$ cat src/rtl/mpc_pkg.sv
// Package: shared helpers for the multiprocessor sync controller.
// Assumes core counts are small (1, 2 or 4).
package mpc_pkg;
    // Width of a binary core index; at least one bit.
    function automatic int sel_width(input int n);
        return (n > 1) ? $clog2(n) : 1;
    endfunction
endpackage

$ cat src/rtl/mpc_region.sv
// mpc_region: tracks whether a parallel region is open and derives the
// mask of cores that participate in barriers and arbitration.
// Assumes start/end arrive as one-cycle pulses from the main core.
module mpc_region #(
    parameter int N_CORES = 4
) (
    input  logic               clk,
    input  logic               rst_n,
    input  logic               region_start,
    input  logic               region_end,
    output logic               par,
    output logic [N_CORES-1:0] part
);
    logic par_q;

    // Region flag: end has priority over start.
    always_ff @(posedge clk) begin
        if (!rst_n)            par_q <= 1'b0;
        else if (region_end)   par_q <= 1'b0;
        else if (region_start) par_q <= 1'b1;
    end

    assign par = par_q;

    // Participation mask: main core always, others only inside a region.
    if (N_CORES > 1) begin : g_multi
        assign part = {{(N_CORES-1){par_q}}, 1'b1};
    end else begin : g_single
        assign part = 1'b1;
    end
endmodule

$ cat src/rtl/mpc_barrier.sv
// mpc_barrier: collects barrier arrivals from participating cores and
// fires a one-cycle sync once all have arrived, clearing every flag.
// Assumes barrier requests are one-cycle pulses.
module mpc_barrier #(
    parameter int N_CORES = 4
) (
    input  logic               clk,
    input  logic               rst_n,
    input  logic [N_CORES-1:0] barr,
    input  logic [N_CORES-1:0] part,
    output logic [N_CORES-1:0] halted,
    output logic               sync
);
    logic [N_CORES-1:0] arr_q;
    logic [N_CORES-1:0] arr_next;
    logic               all_in;
    logic               sync_q;

    // Next arrival set, masked to the participating cores.
    always_comb begin
        arr_next = (arr_q | barr) & part;
        all_in   = &(arr_next | ~part);
    end

    // Arrival flags and sync pulse: release clears everything at once.
    always_ff @(posedge clk) begin
        if (!rst_n) begin
            arr_q  <= '0;
            sync_q <= 1'b0;
        end else if (all_in && (|arr_next)) begin
            arr_q  <= '0;
            sync_q <= 1'b1;
        end else begin
            arr_q  <= arr_next;
            sync_q <= 1'b0;
        end
    end

    assign halted = arr_q;
    assign sync   = sync_q;
endmodule

$ cat src/rtl/mpc_arb.sv
// mpc_arb: fixed-priority, non-preemptive arbiter for the shared port.
// Lowest index wins; the holder keeps the grant while it requests and
// stays eligible. Assumes requests are held for a whole transfer.
module mpc_arb #(
    parameter int N_CORES = 4
) (
    input  logic               clk,
    input  logic               rst_n,
    input  logic [N_CORES-1:0] req,
    input  logic [N_CORES-1:0] elig,
    output logic [N_CORES-1:0] gnt
);
    logic [N_CORES-1:0] gnt_q;
    logic [N_CORES-1:0] cand;
    logic [N_CORES-1:0] pick;
    logic               keep;

    // Choose the lowest-numbered eligible requester.
    always_comb begin
        cand = req & elig;
        keep = |(gnt_q & cand);
        pick = '0;
        for (int i = N_CORES-1; i >= 0; i--) begin
            if (cand[i]) begin
                pick    = '0;
                pick[i] = 1'b1;
            end
        end
    end

    // Grant register: re-arbitrate only when the holder lets go.
    always_ff @(posedge clk) begin
        if (!rst_n)    gnt_q <= '0;
        else if (!keep) gnt_q <= pick;
    end

    assign gnt = gnt_q;
endmodule

$ cat src/rtl/mp_sync_ctrl.sv
// mp_sync_ctrl: shared-memory bus and parallel-execution controller.
// Arbitrates the external port, drives mux selects, runs the
// start/end region handshake and the all-arrived barrier.
// Assumes N_CORES is 1, 2 or 4 and all control inputs are synchronous.
module mp_sync_ctrl #(
    parameter int N_CORES = 4,
    localparam int SEL_W  = mpc_pkg::sel_width(N_CORES)
) (
    input  logic               clk,
    input  logic               rst_n,
    input  logic [N_CORES-1:0] mem_req,
    input  logic [N_CORES-1:0] barr_pulse,
    input  logic               region_start,
    input  logic               region_end,
    output logic [N_CORES-1:0] grant_oh,
    output logic [SEL_W-1:0]   data_sel,
    output logic [SEL_W-1:0]   addr_sel,
    output logic               sel_valid,
    output logic [N_CORES-1:0] core_run,
    output logic               sync_pulse
);
    logic               par;
    logic [N_CORES-1:0] part;
    logic [N_CORES-1:0] halted;
    logic [SEL_W-1:0]   idx;

    mpc_region #(.N_CORES(N_CORES)) u_region (
        .clk(clk), .rst_n(rst_n),
        .region_start(region_start), .region_end(region_end),
        .par(par), .part(part)
    );

    mpc_barrier #(.N_CORES(N_CORES)) u_barrier (
        .clk(clk), .rst_n(rst_n),
        .barr(barr_pulse), .part(part),
        .halted(halted), .sync(sync_pulse)
    );

    mpc_arb #(.N_CORES(N_CORES)) u_arb (
        .clk(clk), .rst_n(rst_n),
        .req(mem_req), .elig(part),
        .gnt(grant_oh)
    );

    // Encode the one-hot grant into a binary mux select.
    always_comb begin
        idx = '0;
        for (int i = 0; i < N_CORES; i++) begin
            if (grant_oh[i]) idx = idx | SEL_W'(i);
        end
    end

    assign data_sel  = idx;
    assign addr_sel  = idx;
    assign sel_valid = |grant_oh;

    // A core runs when it participates and is not waiting at a barrier.
    assign core_run = part & ~halted;
endmodule

$ cat config.mk
export PLATFORM = sky130hd
export DESIGN_NAME = mp_sync_ctrl
export DESIGN_NICKNAME = d
export VERILOG_FILES = /design/src/rtl/mpc_pkg.sv /design/src/rtl/mpc_region.sv /design/src/rtl/mpc_barrier.sv /design/src/rtl/mpc_arb.sv /design/src/rtl/mp_sync_ctrl.sv
export SDC_FILE = /design/constraint.sdc
export NUM_CORES = 1
export LEC_CHECK = 0
export ABC_AREA = 1
export ABC_CLOCK_PERIOD_IN_PS = 1100
export BUFFER_PORTS_ARGS = -buffer_cell sky130_fd_sc_hd__clkbuf_2
export CORE_AREA = 2 2 39 41
export DETAILED_ROUTE_END_ITERATION = 10
export DIE_AREA = 0 0 41 43
export GPL_TIMING_DRIVEN = 0
export PLACE_DENSITY = 0.7
export SLEW_MARGIN = 10
export SYNTH_ARGS = -nofsm -noshare
export SYNTH_HDL_FRONTEND = slang
export SYNTH_SLANG_ARGS = --single-unit
$ cat constraint.sdc
create_clock -name clk -period 1.1 [get_ports clk]
set_clock_uncertainty 0.05 [all_clocks]
set_input_delay 0.22 -clock clk [delete_from_list [all_inputs] [get_ports clk]]
set_output_delay 0.22 -clock clk [all_outputs]
set_load 0.005 [all_outputs]
; Yosys cells after proc, flatten, opt, wreduce, memory -nomap -nowiden
; Index checks and enable logic that the tools add are counted.
[word_totals]
reg_bits = 10
latch_bits = 0
ramBits = 0
mem_bits_ro = 0
input_bits = 12
output_inout_bits = 14
mem_count = 0
[classes]
addsub = 0
n_mul = 0
div_mod_pow = 0
n_lt_le_gt_ge = 0
eq_ne = 0
shifts = 0
muxes = 8
bitwise = 9
n_reduce_logical = 7
[ops]
columns = op, n
row1 = 4-bit bitwise AND, 4
row2 = 4-bit 2-to-1 mux, 4
row3 = 4-bit OR reduction, 3
row4 = 4-bit inverter, 2
row5 = 4-bit bitwise OR, 2
row6 = 2-bit 2-to-1 mux, 2
row7 = 4-bit AND reduction, 1
row8 = 2-bit OR reduction, 2
row9 = 1-bit 2-to-1 mux, 2
row10 = 1-bit logical AND, 1
row11 = 1-bit inverter, 1

; Depth between registers and ports, before layout
[depth]
ltp_word = 6
depth_mapped = 6
ltp_nobuf = 6

; Hierarchy
; Synthesis repeated with hierarchy kept, for this count alone.
[hier_totals]
cells_unflattened = 100
area_unflattened_um2 = 625.6
[by_module_without_submodules]
columns = mod, instances, cells_each, area_per_inst_um2
row1 = mpc_arb, 1, 36, 247.7
row2 = mpc_barrier, 1, 39, 242.7
row3 = mpc_region, 1, 10, 68.8
row4 = mp_sync_ctrl, 1, 15, 66.3

; Least setup slack after synthesis
; Ideal clock, no wire load.
[synth_timing]
path_type = reg-to-output
from = register u_arb.gnt_q[3], in the netlist u_arb.gnt[3]
to = output sel_valid
t_arrival_ps = 782
required_time_ps = 830
path_slack_ps = 48
path_stages_with_launch = 4
path_cell_list = dfxtp_1 inv_1 nand2_1 or3_1
[synth_between]
elab_chain_len = 1
[synth_lines]
columns = item, line_no
row1 = "start, declared", mpc_arb.sv:13  ; logic [N_CORES-1:0] gnt_q;
row2 = "start signal, assigned", mpc_arb.sv:34  ; else if (!keep) gnt_q <= pick;
row3 = 4-bit OR reduction, mp_sync_ctrl.sv:55  ; assign sel_valid = |grant_oh;
row4 = "end, declared", mp_sync_ctrl.sv:18  ; output logic sel_valid,
; Every way passes these cells.

; Worst setup path after layout
; Ends and elaborated chain as after synthesis.

==> results.sh <==
export IMPL_violations="negative setup slack"
export IMPL_antenna_found_initial=0
export IMPL_antenna_cells=0
export IMPL_rsz0062_at_grt="yes"
export IMPL_design_core_area_um2=1380
export IMPL_worstPathRequired_ns=0.83
export IMPL_drt_wl_total_um=1450
export IMPL_cp_max_fo=2
export IMPL_worst_setup_path_type="reg -> out"
export IMPL_postSynthNetCount=91
export IMPL_final_setup_tns_ns=-0.947
export IMPL_fin_crit_sh_pct=123
export IMPL_synth_edf_count=0
export IMPL_synth_area_leaders="dfxtp_1 38%, nand2_1 12%, nor2_1 12%"
export IMPL_synth_top_area_share_pct=37.9
export IMPL_grt_pass1_wl_um=2180
export IMPL_utilization_pct=65.0
export IMPL_cp_startpoint="u_arb.gnt[3]"
export IMPL_nets=129
export IMPL_dr_pass1_iters=4
export IMPL_drc=0
export IMPL_hpwl_um=917
export IMPL_yosys_top_cells_count="17 x nand2_1, 17 x nor2_1, 10 x dfxtp_1"
export IMPL_dp_cells=120
export IMPL_wire_per_inst_um=11.0
export IMPL_ios=26
export IMPL_clk_insertion_delay_late_ns=0.26
export IMPL_synthArstFlopShare_pct=0
export IMPL_die_h_um=43
export IMPL_crit_chain="inv_2 -> nand2_2 -> or3_1 -> clkbuf_2"
export IMPL_antenna_left=0
export IMPL_r2r_end="u_barrier.halted[3]"
export IMPL_finalSetupViolations=11
export IMPL_clkTransAtPathRegs_ns=0.06
export IMPL_finalNonFillerCells=131
export IMPL_drt_iter0_markers=10
export IMPL_initial_core_util_pct=38.2
export IMPL_ir_drop_mv=0.637
export IMPL_yosysUniqueCellTypes=15
export IMPL_relSlewSlack_pct=82.3
export IMPL_root_buffer="clkbuf_4"
export IMPL_via_count=632
export IMPL_drive_gt1_share_pct=56.5
export IMPL_cts_tree="done"
export IMPL_max_freq_ghz=0.736
export IMPL_syn_to_final_growth_pct=70.4
export IMPL_num_rows=14
export IMPL_yosysWarnings=0
export IMPL_power_w=0.000854
export IMPL_cts_max_path_buffers=2
export IMPL_finalWorstSetupSlack_ns=-0.258
export IMPL_slowest_stage="dfxtp_2"
export IMPL_synth_area_per_cell_um2=6.68
export IMPL_pre_cts_slack_ns=-0.0416
export IMPL_period_minus_slack_ns=1.36
export IMPL_routabilityCongestion=0.709
export IMPL_synth_top_flop_cell="dfxtp_1"
export IMPL_synthCells=79
export IMPL_nFillCells=122
export IMPL_yosys_area_top_type="dfxtp_1"
export IMPL_dieWidth_um=41
export IMPL_ctsHtreeMaxLevel=1
export IMPL_overflow=0
export IMPL_maxCapViolCount=0
export IMPL_track_usage_pct=17.5
export IMPL_port_buffers=25
export IMPL_regToRegSetupSlack_ns=-0.01
export IMPL_slew_viol_final=0
export IMPL_arrival_ns=1.09
export IMPL_status="complete, but fails checks"
export IMPL_rr_startpoint="u_region.par"
export IMPL_crit_buf_inv=2
export IMPL_crit_cells=4
export IMPL_yosysSeqAreaShare_pct=37.9
export IMPL_cts_buffers=3
export IMPL_p_leak_nw=0.481
export IMPL_cts_sinks=10
export IMPL_cp_start_kind="flop"
export IMPL_first_global_vias=560
export IMPL_crit_family="simple AND/OR/NAND/NOR gates"
export IMPL_critPathMaxStageDelay_ns=0.32
export IMPL_min_path_type="in -> reg"
export IMPL_reg2reg_depth=6
export IMPL_ys_ff_latch=10
export IMPL_p_per_area_nw_per_um2=949
export IMPL_grt_max_degree=10
export IMPL_die_area_um2=1760
export IMPL_end_kind="output port"
export IMPL_cp_endpoint="sel_valid"
export IMPL_syn_area_um2=528
export IMPL_vias_per_cell=4.82
export IMPL_hold_viol_final=0
export IMPL_worst_slew_pin_slew_ns=0.265
## how the worst min path moves through the flow
stage | start | endpoint | slack (ns) | cells after the start
finish | region_end | u_region.par | 0.06 | 2
global route | region_end | u_region.par | 0.06 | 2
CTS | region_end | u_region.par | 0.06 | 2
detailed placement | region_end | u_region.par | 0.34 | 2
global placement | region_end | u_region.par | 0.34 | 2
floorplan | region_end | u_region.par | 0.25 | 1
## layout by cell type, fill, tap and decap left out, types with 2 or more instances in the layout
cell type | synthesis | layout
nand4_1 | 2 | 2
nor3_2 | 3 | 3
nor2_1 | 17 | 15
nor3_1 | 3 | 3
nor2_2 | 2 | 2
inv_1 | 9 | 5
clkbuf_2 | 0 | 21
o21ai_0 | 5 | 5
clkbuf_4 | 0 | 3
dfxtp_2 | 0 | 3
inv_2 | 0 | 3
nand2_4 | 0 | 6
dfxtp_1 | 10 | 6
buf_4 | 2 | 6
nand2_1 | 17 | 12
buf_2 | 0 | 3
nor2_4 | 0 | 2
nand3_4 | 0 | 3
buf_6 | 1 | 4
## through the flow
| stage | hold WS (ns) | instance area (um^2) |
|---|---|---|
| after global placement | 0.337 | 673 |
| after detailed placement | 0.339 | 673 |
| after global routing | 0.0613 | 900 |
| after CTS | 0.0564 | 813 |
| after floorplan | 0.249 | 528 |
| final | 0.0589 | 900 |
## repair_timing
item / 4_1_cts / 5_1_grt
hold buffers: 0 / 0
endpoints found under the setup margin: 11 / 18
setup buffers: 7 / 2
pin swaps: 10 / 10
gates resized for setup: 25 / 15
cloned: 0 / 1
## final cells by class
type                    instances  area [um^2]  share of cell area (%)
repair buffers                 33          224                    24.9
clock buffers                   3         22.5                    2.50
flip-flops and latches         10          208                    23.1
inverters                       9         36.3                    4.03
multi-input cells              57          363                    40.3
plain buffers                   3         26.3                    2.92
well taps                      16         20.0                    2.23
## registers in the layout, indices dropped and copies added (netlist names)
register,count
u_barrier.sync,1
u_arb.gnt,4
u_barrier.halted,4
u_region.par,1
## worst register-to-register path, delay by kind of cell (launching register included)
family / cells / cell delay, ns
flip-flops: 1 / 0.35
buffers and inverters: 2 / 0.25
AND/OR/NAND/NOR: 4 / 0.35
## power by group
group          internal [W]  switching (W)  total (W)
Combinational      0.000113       0.000115   0.000228
Sequential         0.000377      0.0000112   0.000388
Clock              0.000126       0.000112   0.000238
## routing by layer
metal	share of wire [%]	vias up	global-route usage [%]
met5	0	-	0
met4	0.69	0	6.00
met3	7.2	2	3.14
met2	53	21	29.1
met1	39	286	21.3
li1	-	323	-
## logic make-up (layout without fill, tap and decap cells)
family          count (synthesis)  in the layout  synth area share (%)
simple gates                   52             52                  46.0
compound gates                  5              5                  4.74
buf+inv                        12             48                  11.4
flops                          10             10                  37.9
Note: power is estimated with default switching activity, not from simulation.
